$ cat config.mk
export PLATFORM = sky130hd
export DESIGN_NAME = ode_step_engine
export DESIGN_NICKNAME = d
export VERILOG_FILES = /design/src/rtl/ode_pkg.sv /design/src/rtl/ode_mul.sv /design/src/rtl/ode_alu.sv /design/src/rtl/ode_ctrl.sv /design/src/rtl/ode_datapath.sv /design/src/rtl/ode_step_engine.sv
export SDC_FILE = /design/constraint.sdc
export NUM_CORES = 2
export LEC_CHECK = 0
export BUFFER_PORTS_ARGS = -buffer_cell sky130_fd_sc_hd__buf_2
export CORE_MARGIN = 3
export CORE_UTILIZATION = 50
export CTS_BUF_LIST = sky130_fd_sc_hd__clkbuf_2
export DETAILED_ROUTE_END_ITERATION = 6
export GPL_TIMING_DRIVEN = 0
export PLACE_DENSITY = 0.66
export REMOVE_ABC_BUFFERS = 1
export SKIP_LAST_GASP = 1
export SLEW_MARGIN = 40
export SYNTH_ARGS = -nofsm -noshare
export SYNTH_HDL_FRONTEND = slang
export SYNTH_SLANG_ARGS = --single-unit
export TNS_END_PERCENT = 20
$ cat constraint.sdc
create_clock -name clk -period 8.7 [get_ports clk]
set_input_delay 0.435 -clock clk [delete_from_list [all_inputs] [get_ports clk]]
set_output_delay 0.435 -clock clk [all_outputs]
set_load 0.03 [all_outputs]
$ cat src/rtl/ode_pkg.sv
package ode_pkg;

  // Controller states: idle, the four control steps of one pass, completion.
  typedef enum logic [2:0] {
    ST_IDLE = 3'd0,
    ST_S1   = 3'd1,
    ST_S2   = 3'd2,
    ST_S3   = 3'd3,
    ST_S4   = 3'd4,
    ST_DONE = 3'd5
  } ode_state_e;

  typedef enum logic [1:0] {
    ALU_ADD = 2'd0,
    ALU_SUB = 2'd1,
    ALU_LT  = 2'd2
  } alu_op_e;

  // Resource allocation fixed by the schedule.
  localparam int N_MUL   = 4;
  localparam int N_ALU   = 2;
  localparam int N_STEPS = 4;

endpackage

$ cat src/rtl/ode_mul.sv
// Fixed-point multiplier instance with its own result register.
module ode_mul #(
  parameter int W = 16,
  parameter int F = 8
) (
  input  logic                clk,
  input  logic                rst,
  input  logic                en,
  input  logic signed [W-1:0] a,
  input  logic signed [W-1:0] b,
  output logic signed [W-1:0] p
);

  localparam int PW = 2 * W;

  function automatic logic signed [W-1:0] fx_mul(input logic signed [W-1:0] op_a,
                                                 input logic signed [W-1:0] op_b);
    logic signed [PW-1:0] ea;
    logic signed [PW-1:0] eb;
    logic signed [PW-1:0] full;
    ea   = PW'(op_a);
    eb   = PW'(op_b);
    full = ea * eb;
    return W'(full >>> F);
  endfunction

  always_ff @(posedge clk) begin
    if (rst) begin
      p <= '0;
    end else if (en) begin
      p <= fx_mul(a, b);
    end
  end

endmodule

$ cat src/rtl/ode_alu.sv
// Combinational ALU instance: add, subtract, signed less-than.
module ode_alu
  import ode_pkg::*;
#(
  parameter int W = 16
) (
  input  alu_op_e             op,
  input  logic signed [W-1:0] a,
  input  logic signed [W-1:0] b,
  output logic signed [W-1:0] y
);

  function automatic logic signed [W-1:0] alu_eval(input alu_op_e o,
                                                   input logic signed [W-1:0] l,
                                                   input logic signed [W-1:0] r);
    logic signed [W-1:0] res;
    case (o)
      ALU_ADD: res = l + r;
      ALU_SUB: res = l - r;
      ALU_LT:  res = {{(W-1){1'b0}}, (l < r)};
      default: res = '0;
    endcase
    return res;
  endfunction

  always_comb begin
    y = alu_eval(op, a, b);
  end

endmodule

$ cat src/rtl/ode_ctrl.sv
// Control FSM: idle, four control steps per pass, one-cycle completion state.
module ode_ctrl
  import ode_pkg::*;
(
  input  logic       clk,
  input  logic       rst,
  input  logic       start,
  input  logic       exit_flag,
  output ode_state_e state
);

  ode_state_e state_nx;

  always_comb begin
    state_nx = state;
    case (state)
      ST_IDLE: if (start) state_nx = ST_S1;
      ST_S1:   state_nx = ST_S2;
      ST_S2:   state_nx = ST_S3;
      ST_S3:   state_nx = ST_S4;
      ST_S4:   state_nx = exit_flag ? ST_DONE : ST_S1;
      ST_DONE: state_nx = ST_IDLE;
      default: state_nx = ST_IDLE;
    endcase
  end

  always_ff @(posedge clk) begin
    if (rst) begin
      state <= ST_IDLE;
    end else begin
      state <= state_nx;
    end
  end

endmodule

$ cat src/rtl/ode_datapath.sv
// Operand registers, operation-to-resource binding and step-crossing registers.
module ode_datapath
  import ode_pkg::*;
#(
  parameter int W = 16,
  parameter int F = 8
) (
  input  logic                clk,
  input  logic                rst,
  input  ode_state_e          state,
  input  logic                load,
  input  logic signed [W-1:0] x_in,
  input  logic signed [W-1:0] y_in,
  input  logic signed [W-1:0] u_in,
  input  logic signed [W-1:0] dx_in,
  input  logic signed [W-1:0] a_in,
  output logic                exit_flag,
  output logic                commit,
  output logic signed [W-1:0] lim_q,
  output logic signed [W-1:0] y_out
);

  // Constant 3 as a fixed-point multiplier operand.
  localparam logic signed [W-1:0] K3 = W'(3 * (2 ** F));

  // Architectural state
  logic signed [W-1:0] x_q, y_q, u_q, dx_q;
  // Values that cross control-step boundaries
  logic signed [W-1:0] x_nx, y_nx, t_q;

  // Multiplier resources
  logic [N_MUL-1:0]    mul_en;
  logic signed [W-1:0] mul_a [N_MUL];
  logic signed [W-1:0] mul_b [N_MUL];
  logic signed [W-1:0] mul_p [N_MUL];

  // ALU resources: 0 = add/sub, 1 = compare
  alu_op_e             alu_op [N_ALU];
  logic signed [W-1:0] alu_a  [N_ALU];
  logic signed [W-1:0] alu_b  [N_ALU];
  logic signed [W-1:0] alu_y  [N_ALU];

  logic in_s1, in_s2, in_s3, in_s4;
  assign in_s1 = (state == ST_S1);
  assign in_s2 = (state == ST_S2);
  assign in_s3 = (state == ST_S3);
  assign in_s4 = (state == ST_S4);
  assign commit = in_s4;

  // Multiplier binding:
  //   step 1: m0 = 3*x, m1 = u*dx, m2 = 3*y, m3 = u*dx
  //   step 2: m0 = (3x)*(u dx), m2 = (3y)*dx
  always_comb begin
    for (int i = 0; i < N_MUL; i++) begin
      mul_a[i] = '0;
      mul_b[i] = '0;
    end
    mul_en = '0;
    if (in_s1) begin
      mul_en   = '1;
      mul_a[0] = K3;   mul_b[0] = x_q;
      mul_a[1] = u_q;  mul_b[1] = dx_q;
      mul_a[2] = K3;   mul_b[2] = y_q;
      mul_a[3] = u_q;  mul_b[3] = dx_q;
    end else if (in_s2) begin
      mul_en[0] = 1'b1;
      mul_en[2] = 1'b1;
      mul_a[0]  = mul_p[0]; mul_b[0] = mul_p[1];
      mul_a[2]  = mul_p[2]; mul_b[2] = dx_q;
    end
  end

  for (genvar g = 0; g < N_MUL; g++) begin : g_mul
    ode_mul #(.W(W), .F(F)) u_mul (
      .clk (clk),
      .rst (rst),
      .en  (mul_en[g]),
      .a   (mul_a[g]),
      .b   (mul_b[g]),
      .p   (mul_p[g])
    );
  end

  // ALU binding:
  //   ALU0 step 1: x + dx     step 2: y + (u dx)
  //        step 3: u - m0     step 4: t - m2
  //   ALU1 step 2: x' < a
  always_comb begin
    alu_op[0] = ALU_ADD; alu_a[0] = '0; alu_b[0] = '0;
    alu_op[1] = ALU_LT;  alu_a[1] = x_nx; alu_b[1] = lim_q;
    case (state)
      ST_S1: begin alu_op[0] = ALU_ADD; alu_a[0] = x_q; alu_b[0] = dx_q;     end
      ST_S2: begin alu_op[0] = ALU_ADD; alu_a[0] = y_q; alu_b[0] = mul_p[3]; end
      ST_S3: begin alu_op[0] = ALU_SUB; alu_a[0] = u_q; alu_b[0] = mul_p[0]; end
      ST_S4: begin alu_op[0] = ALU_SUB; alu_a[0] = t_q; alu_b[0] = mul_p[2]; end
      default: ;
    endcase
  end

  for (genvar g = 0; g < N_ALU; g++) begin : g_alu
    ode_alu #(.W(W)) u_alu (
      .op (alu_op[g]),
      .a  (alu_a[g]),
      .b  (alu_b[g]),
      .y  (alu_y[g])
    );
  end

  // Register updates
  always_ff @(posedge clk) begin
    if (rst) begin
      x_q       <= '0;
      y_q       <= '0;
      u_q       <= '0;
      dx_q      <= '0;
      lim_q     <= '0;
      x_nx      <= '0;
      y_nx      <= '0;
      t_q       <= '0;
      exit_flag <= 1'b0;
      y_out     <= '0;
    end else begin
      if (load) begin
        x_q   <= x_in;
        y_q   <= y_in;
        u_q   <= u_in;
        dx_q  <= dx_in;
        lim_q <= a_in;
      end
      if (in_s1) x_nx <= alu_y[0];
      if (in_s2) begin
        y_nx      <= alu_y[0];
        exit_flag <= (alu_y[1] != '0);
      end
      if (in_s3) t_q <= alu_y[0];
      if (in_s4) begin
        x_q <= x_nx;
        y_q <= y_nx;
        u_q <= alu_y[0];
        if (exit_flag) y_out <= y_nx;
      end
    end
  end

endmodule

$ cat src/rtl/ode_step_engine.sv
// Top: forward-Euler iteration engine.
module ode_step_engine
  import ode_pkg::*;
#(
  parameter int DATA_W = 16,
  parameter int FRAC_W = 8
) (
  input  logic                     clk,
  input  logic                     rst,
  input  logic                     start,
  input  logic signed [DATA_W-1:0] x_in,
  input  logic signed [DATA_W-1:0] y_in,
  input  logic signed [DATA_W-1:0] u_in,
  input  logic signed [DATA_W-1:0] dx_in,
  input  logic signed [DATA_W-1:0] a_in,
  output logic                     done,
  output logic signed [DATA_W-1:0] y_out
);

  ode_state_e          state;
  logic                exit_flag;
  logic                commit;
  logic                load;
  logic                idle;
  logic [N_STEPS-1:0]  step_vec;
  logic signed [DATA_W-1:0] lim_q;

  // Named events for the checker
  assign idle     = (state == ST_IDLE);
  assign load     = idle & start;
  assign done     = (state == ST_DONE);
  assign step_vec = {state == ST_S4, state == ST_S3, state == ST_S2, state == ST_S1};

  ode_ctrl u_ctrl (
    .clk       (clk),
    .rst       (rst),
    .start     (start),
    .exit_flag (exit_flag),
    .state     (state)
  );

  ode_datapath #(.W(DATA_W), .F(FRAC_W)) u_dp (
    .clk       (clk),
    .rst       (rst),
    .state     (state),
    .load      (load),
    .x_in      (x_in),
    .y_in      (y_in),
    .u_in      (u_in),
    .dx_in     (dx_in),
    .a_in      (a_in),
    .exit_flag (exit_flag),
    .commit    (commit),
    .lim_q     (lim_q),
    .y_out     (y_out)
  );

endmodule

Yosys cells after proc, flatten, opt, wreduce, memory -nomap -nowiden
Cells that the tools add are included.
{ "op_classes": {"add_sub_neg": 2, "n_mul": 3, "div_mod_pow": 0, "magnitude_cmp": 2, "n_eq_ne": 8, "n_shift": 0, "n_mux": 26, "n_bitwise": 1, "n_reduce_logical": 5} }
{ "op_table": {"columns": ["op", "count"], "rows": [
  ["$mux 16", 16],
  ["$pmux 16 s4", 2],
  ["$mul 16x16->24", 3],
  ["$pmux 16 s3", 1],
  ["$lt 16x16->1", 2],
  ["$add 16x16->16", 1],
  ["$sub 16x16->16", 1],
  ["$pmux 3 s5", 1],
  ["$eq 3x2->1 const B", 2],
  ["$eq 3x3->1 const B", 2],
  ["$mux 3", 2],
  ["$mux 1", 4],
  ["$eq 3x1->1 const B", 1],
  ["$logic_not 3->1", 1],
  ["$eq 2x1->1 const B", 1],
  ["$eq 2x2->1 const B", 1],
  ["$logic_not 2->1", 1],
  ["$ne 2x2->1 const B", 1],
  ["$reduce_and 2->1", 1],
  ["$reduce_bool 2->1", 1],
  ["$reduce_or 2->1", 1],
  ["$and 1x1->1", 1]
]} }
{ "totals": {"register_bits": 196, "latch_bits": 0, "mem_bits_rw": 0, "mem_bits_ro": 0, "out_inout_bits": 17, "wordCells": 61, "n_memories": 0} }

Logic depth before layout (Yosys ltp)
{ "logic_depth": {"word_depth": 6, "depth_mapped": 31} }

By module
A second synthesis with hierarchy kept.
{ "hier_totals": {"cells_unflattened": 5066, "hier_area_um2": 43305.3} }
{ "modules_own_cells": {"columns": ["module", "n_inst", "cells_each", "area_per_inst_um2", "seq_area_each_um2"], "rows": [
  ["ode_mul (u_dp.g_mul[0].u_mul ...)", 2, 914, 8041.5, 320.3],
  ["ode_mul (u_dp.g_mul[3].u_mul)", 1, 932, 8131.5, 320.3],
  ["ode_mul (u_dp.g_mul[2].u_mul)", 1, 919, 8089.0, 320.3],
  ["ode_datapath", 1, 894, 7547.2, 2902.8],
  ["ode_alu (u_dp.g_alu[1].u_alu)", 1, 253, 1691.6, 0.0],
  ["ode_alu (u_dp.g_alu[0].u_alu)", 1, 228, 1616.6, 0.0],
  ["ode_ctrl", 1, 10, 122.6, 60.1],
  ["ode_step_engine", 1, 2, 23.8, 0.0]
]} }

Worst setup path after synthesis
Ideal clock, no wire load.
{ "synth_timing": {"kind": "register -> register", "startpoint": "register u_ctrl.state[2]", "endpoint": "register u_dp.g_mul[2].u_mul.p[13]", "t_arrival_ns": 7.107, "required_ns": 8.583, "slack_ns": 1.476, "path_stages_with_launch": 28, "n_path_buf": 6, "cell_sequence": "dfxtp_1 -> buf_2 -> nor3b_2 -> buf_4 -> buf_4 -> buf_2 -> buf_1 -> nand2_1 -> nand2_1 -> clkbuf_1 -> nand3_1 -> fa_1 -> fa_1 -> fa_1 -> fa_1 -> fa_1 -> fa_1 -> inv_1 -> ha_1 -> a21o_1 -> a21o_1 -> a21oi_1 -> o21ai_0 -> o21a_2 -> o21a_1 -> o21a_2 -> or3_1 -> a32o_1"} }
{ "synth_via": {"elab_chain_len": 4, "elab_cells_between_ends": 9, "cone_classes": "mul (1); eq/ne (2); mux (6)"} }
{ "synth_rtl": {"columns": ["item", "line", "text"], "rows": [
  ["start, declared", "ode_ctrl.sv:9", "output ode_state_e state"],
  ["start signal, assigned", "ode_ctrl.sv:31", "state <= state_nx;"],
  ["$eq 3x2->1", "ode_datapath.sv:45", "assign in_s2 = (state == ST_S2);"],
  ["$mux 16", "ode_datapath.sv:65", "end else if (in_s2) begin"],
  ["$mux 16", "ode_datapath.sv:59", "if (in_s1) begin"],
  ["$mul 16x16->24", "ode_mul.sv:23", "full = ea * eb;"],
  ["end signal, assigned", "ode_mul.sv:31", "p <= fx_mul(a, b);"],
  ["end, declared", "ode_mul.sv:11", "output logic signed [W-1:0] p"]
]} }
Parallel ways exist; a longest one is shown, timed or not.
A chain may end at the register's enable or synchronous reset.

Worst setup path in the final report
{ "layout_timing": {"startpoint": "register u_ctrl.state[1]", "endpoint": "register u_dp.g_mul[0].u_mul.p[11]"} }
{ "layout_via": {"elab_chain_len": 4, "elab_cells_between_ends": 9, "cone_classes": "mul (1); eq/ne (2); mux (6)"} }
{ "layout_rtl": {"columns": ["item", "line"], "rows": [
  ["$eq 3x2->1", "ode_datapath.sv:45"],
  ["$mux 16", "ode_datapath.sv:65"],
  ["$mux 16", "ode_datapath.sv:59"],
  ["$mul 16x16->24", "ode_mul.sv:23"],
  ["end signal, assigned", "ode_mul.sv:31"],
  ["end, declared", "ode_mul.sv:11"]
]} }
Parallel ways exist; a longest one is shown, timed or not.

==> flow_summary_export.csv <==
group,metric,value,unit
sta,fin_skew,0.05706,ns
detailed_routing,via_per_inst,5.603,
clock_network,tritoncts,"done",
floorplanning,rows,92,
power_and_ir_drop,ir_drop,152.3,uV
logic_synthesis,synth_top_cells_by_count,"inv_1 (752), nand2_1 (677), fa_1 (559), nor2_1 (340), ha_1 (241)",
floorplanning,fp.dieW,259.1,microns
layout,fin_nets,4853,
clock_network,clk_pin_slew_worst_paths,0.35,ns
logic_synthesis,syn_area,32040,sq um
setup_path,r2r_slack,0.43,ns
detailed_routing,drcViolationCount,0,
grt,grt_pass1_vias,27340,
logic_synthesis,seq_area_frac_synth,0.1225,
logic_synthesis,ys_ff_latch,196,
sta,timing.final.crit_share,0.9501,
setup_path,r2r_start,"u_ctrl.state[1]$_SDFFE_PP0P_",
logic_synthesis,yosysUniqueCellTypes,80,
clock_network,clockRootBuffer,"clkbuf_2",
layout,synthToLayoutAreaGrowth,8.989,%
grt,grt_pass1_wl,153200,microns
power_and_ir_drop,p_leak,16.76,nW
place,io_buffers,99,
clock_network,ctsHtreeMaxLevel,4,
setup_path,crit_type,"reg -> reg",
logic_synthesis,synth_largest_area_cell,"fa_1",
place,dpl_cell_area,33500,sq um
logic_synthesis,synth_edf_count,0,
logic_synthesis,async_reset_ff_frac,0,
setup_path,rr_worst_depth,26,
setup_path,critPathCapture,"u_dp.g_mul[0].u_mul.p[11]$_SDFFE_PP0P_",
layout,fillers,5817,
detailed_routing,wl_per_cell,20.01,microns
run_status,status,"completed",
place,gp_congestion,0.9387,
floorplanning,num_io_pins,100,
layout,final_cell_area,34920,sq um
detailed_routing,drt-pass1-iter-count,6,
floorplanning,initial_core_util,0.5070,
clock_network,cts_inserted_buffers,17,
grt,grt-ovfl-total,0,
sta,finalHoldViolCount,0,
grt,grt_usage,0.2948,
detailed_routing,num_vias,27070,
logic_synthesis,avgSynthCellArea,8.209,sq um
detailed_routing,postRouteAntennaNets,0,
setup_path,arrival,9.14,ns
logic_synthesis,postSynthCellCount,3903,
power_and_ir_drop,p_per_area,73.51,nW/um^2
clock_network,cts_sinks,196,
logic_synthesis,yosysMostFrequentCell,"inv_1",
sta,drv_slew,0,
place,hpwl,75080,microns
sta,fmax,0.1210,GHz
setup_path,worstSetupEndpointType,"register",
setup_path,path_max_fanout,30,
detailed_routing,drt_wl_total,96680,microns
setup_path,worstPathRequired,9.58,ns
setup_path,worst_setup_path_start_kind,"register",
setup_path,worstSetupStartpoint,"u_ctrl.state[1]$_SDFFE_PP0P_",
sta,fin_crit,8.266,ns
run,maxCapViolCount,0,
floorplanning,dieArea,67160,sq um
setup_path,timing.rr.end,"u_dp.g_mul[0].u_mul.p[11]$_SDFFE_PP0P_",
sta,rsz0062_at_grt,"false",
sta,setup_viol,0,
clock_network,clock_path_buffers,2,
min_path,hold_path.class,"in -> reg",
grt,antenna_found_initial,4,
detailed_routing,drt_iter0_markers,2450,
floorplanning,coreArea,63200,sq um
sta,slew_headroom,0.3766,
logic_synthesis,synth_ff_type,"dfxtp_1",
grt,grt_max_degree,81,
logic_synthesis,ys_warn_count,0,
sta,worstMarginPinSlew,0.9338,ns
layout,layout-drive-gt1-share,0.06628,
clock_network,clk_latency,0.97,ns
floorplanning,die_h,259.1,microns
power_and_ir_drop,total_power,2.567,mW
logic_synthesis,yosys.area.top_type_share,0.3493,
logic_synthesis,ys_top_cells_by_area,"fa_1 (35%), dfxtp_1 (12%), ha_1 (9.4%), inv_1 (8.8%), nand2_1 (7.9%)",
## kinds of logic (layout without fill, tap and decap cells)
family	count (synthesis)	count (layout)	share of synthesized area
flip-flops	196	196	0.1225
other	0	2	0
AO/OA/AOI/OAI	431	431	0.09068
buffers and inverters	971	1051	0.1159
XOR/XNOR	123	123	0.03405
multiplexers	23	23	0.007537
adder cells (fa/ha/maj)	800	800	0.4434
AND/OR/NAND/NOR	1359	1359	0.1860
## routing by layer
| metal | GRT usage | up-vias | wire (microns) |
|---|---|---|---|
| li1 | - | 12200 | - |
| met1 | 0.4087 | 13470 | 40030 |
| met2 | 0.4698 | 1218 | 44220 |
| met3 | 0.04848 | 181 | 8991 |
| met4 | 0.1031 | 2 | 3426 |
| met5 | 0 | - | 14 |
## worst min path at each step
stage	endpoint	cells after the start	slack [ns]	startpoint
finish	u_dp.dx_q[6]$_SDFFE_PP0P_	4	0.20	dx_in[6]
global route	u_dp.dx_q[6]$_SDFFE_PP0P_	4	0.17	dx_in[6]
CTS	u_dp.lim_q[1]$_SDFFE_PP0P_	4	0.12	a_in[1]
detailed placement	u_dp.t_q[4]$_SDFFE_PP0N_	2	0.45	u_dp.t_q[4]$_SDFFE_PP0N_
global placement	u_dp.t_q[2]$_SDFFE_PP0N_	2	0.44	u_dp.t_q[2]$_SDFFE_PP0N_
floorplan	u_dp.g_mul[1].u_mul.p[2]$_SDFFE_PP0N_	2	0.42	u_dp.g_mul[1].u_mul.p[2]$_SDFFE_PP0N_
## metrics by stage
stage	setup WS (ns)	setup TNS [ns]	hold WS, ns	instances	utilization
after floorplan	-6.796	-367.64	0.4208	3685	-
after detailed placement	0.3064	0	0.4462	4687	0.5302
final	0.4342	0	0.1955	4831	0.5526
after CTS	0.2656	0	0.1205	4828	0.5521
after global routing	0.01435	0	0.1700	4831	0.5526
after global placement	-15.65	-1068.91	0.4423	4630	0.5175
## power by group
| part | leakage [nW] | internal, mW | switching, mW |
|---|---|---|---|
| sequential | 1.60 | 0.960 | 0.137 |
| combinational | 15.0 | 0.333 | 0.580 |
| clock | 0.168 | 0.155 | 0.403 |
## state kept, by name, summed over array words and instances, names as in the netlist
signal	cells
u_ctrl.state	3
u_dp.dx_q	16
u_dp.exit_flag	1
u_dp.g_mul.u_mul.p	48
u_dp.lim_q	16
u_dp.t_q	16
u_dp.u_q	16
u_dp.x_nx	16
u_dp.x_q	16
u_dp.y_nx	16
u_dp.y_out	16
u_dp.y_q	16
## layout by cell type (no fill, tap or decap), drive strengths merged, types with 6 or more instances in the layout
cell / Yosys / routed
inv: 752 / 760
nand2: 677 / 677
fa: 559 / 559
nor2: 340 / 340
ha: 241 / 241
dfxtp: 196 / 196
buf: 48 / 157
a21oi: 155 / 155
and3: 116 / 116
dlygate4sd3: 0 / 109
xnor2: 88 / 88
nand3: 62 / 62
and2: 48 / 48
o21ai: 41 / 41
a22oi: 36 / 36
xor2: 34 / 34
a311oi: 32 / 32
a22o: 27 / 27
a211oi: 26 / 26
nor3: 25 / 25
a21o: 23 / 23
nand2b: 18 / 18
clkbuf: 170 / 17
or2: 14 / 14
mux2i: 14 / 14
nor2b: 13 / 13
o21a: 13 / 13
o31ai: 11 / 11
nand4: 11 / 11
a221o: 10 / 10
or3: 10 / 10
mux2: 9 / 9
a221oi: 8 / 8
a31oi: 8 / 8
nor3b: 7 / 7
o311ai: 6 / 6
## final cells by class
type                       instances  area, sq um  area share
timing repair buffer             266         2217     0.06349
tap                              846         1059     0.03031
inverter                         753         2826     0.08094
sequential                       196         3945      0.1130
clock inverter                    15        207.7    0.005948
clock buffer                      17        85.08    0.002436
multi-input combinational       2736        24580      0.7038
antenna                            2        5.005   0.0001433
## critical path, cell delays in order, from the launching register on
cell and delay [ns]:
dfxtp_4 0.65, nor3b_4 0.45, buf_4 0.23, buf_4 0.16, buf_2 0.23, buf_2 0.26, and2_1 0.48, nand2_1 0.15
fa_1 0.56, inv_1 0.05, fa_1 0.49, ha_1 0.22, fa_1 0.48, inv_1 0.05, fa_1 0.49, fa_1 0.49
inv_1 0.05, ha_1 0.31, o21ai_0 0.14, a211oi_1 0.14, a21oi_2 0.28, o21ai_1 0.18, o31ai_1 0.69, nand2_1 0.15
and2_1 0.20, o311ai_0 0.44, a21oi_1 0.14
## what timing repair did
item	in CTS	in global routing
endpoints found under the hold margin	116	0
resized for setup	0	3
setup buffers	0	0
endpoints found under the setup margin	0	9
hold buffers	109	0
Power figures use the tool's default switching activity.
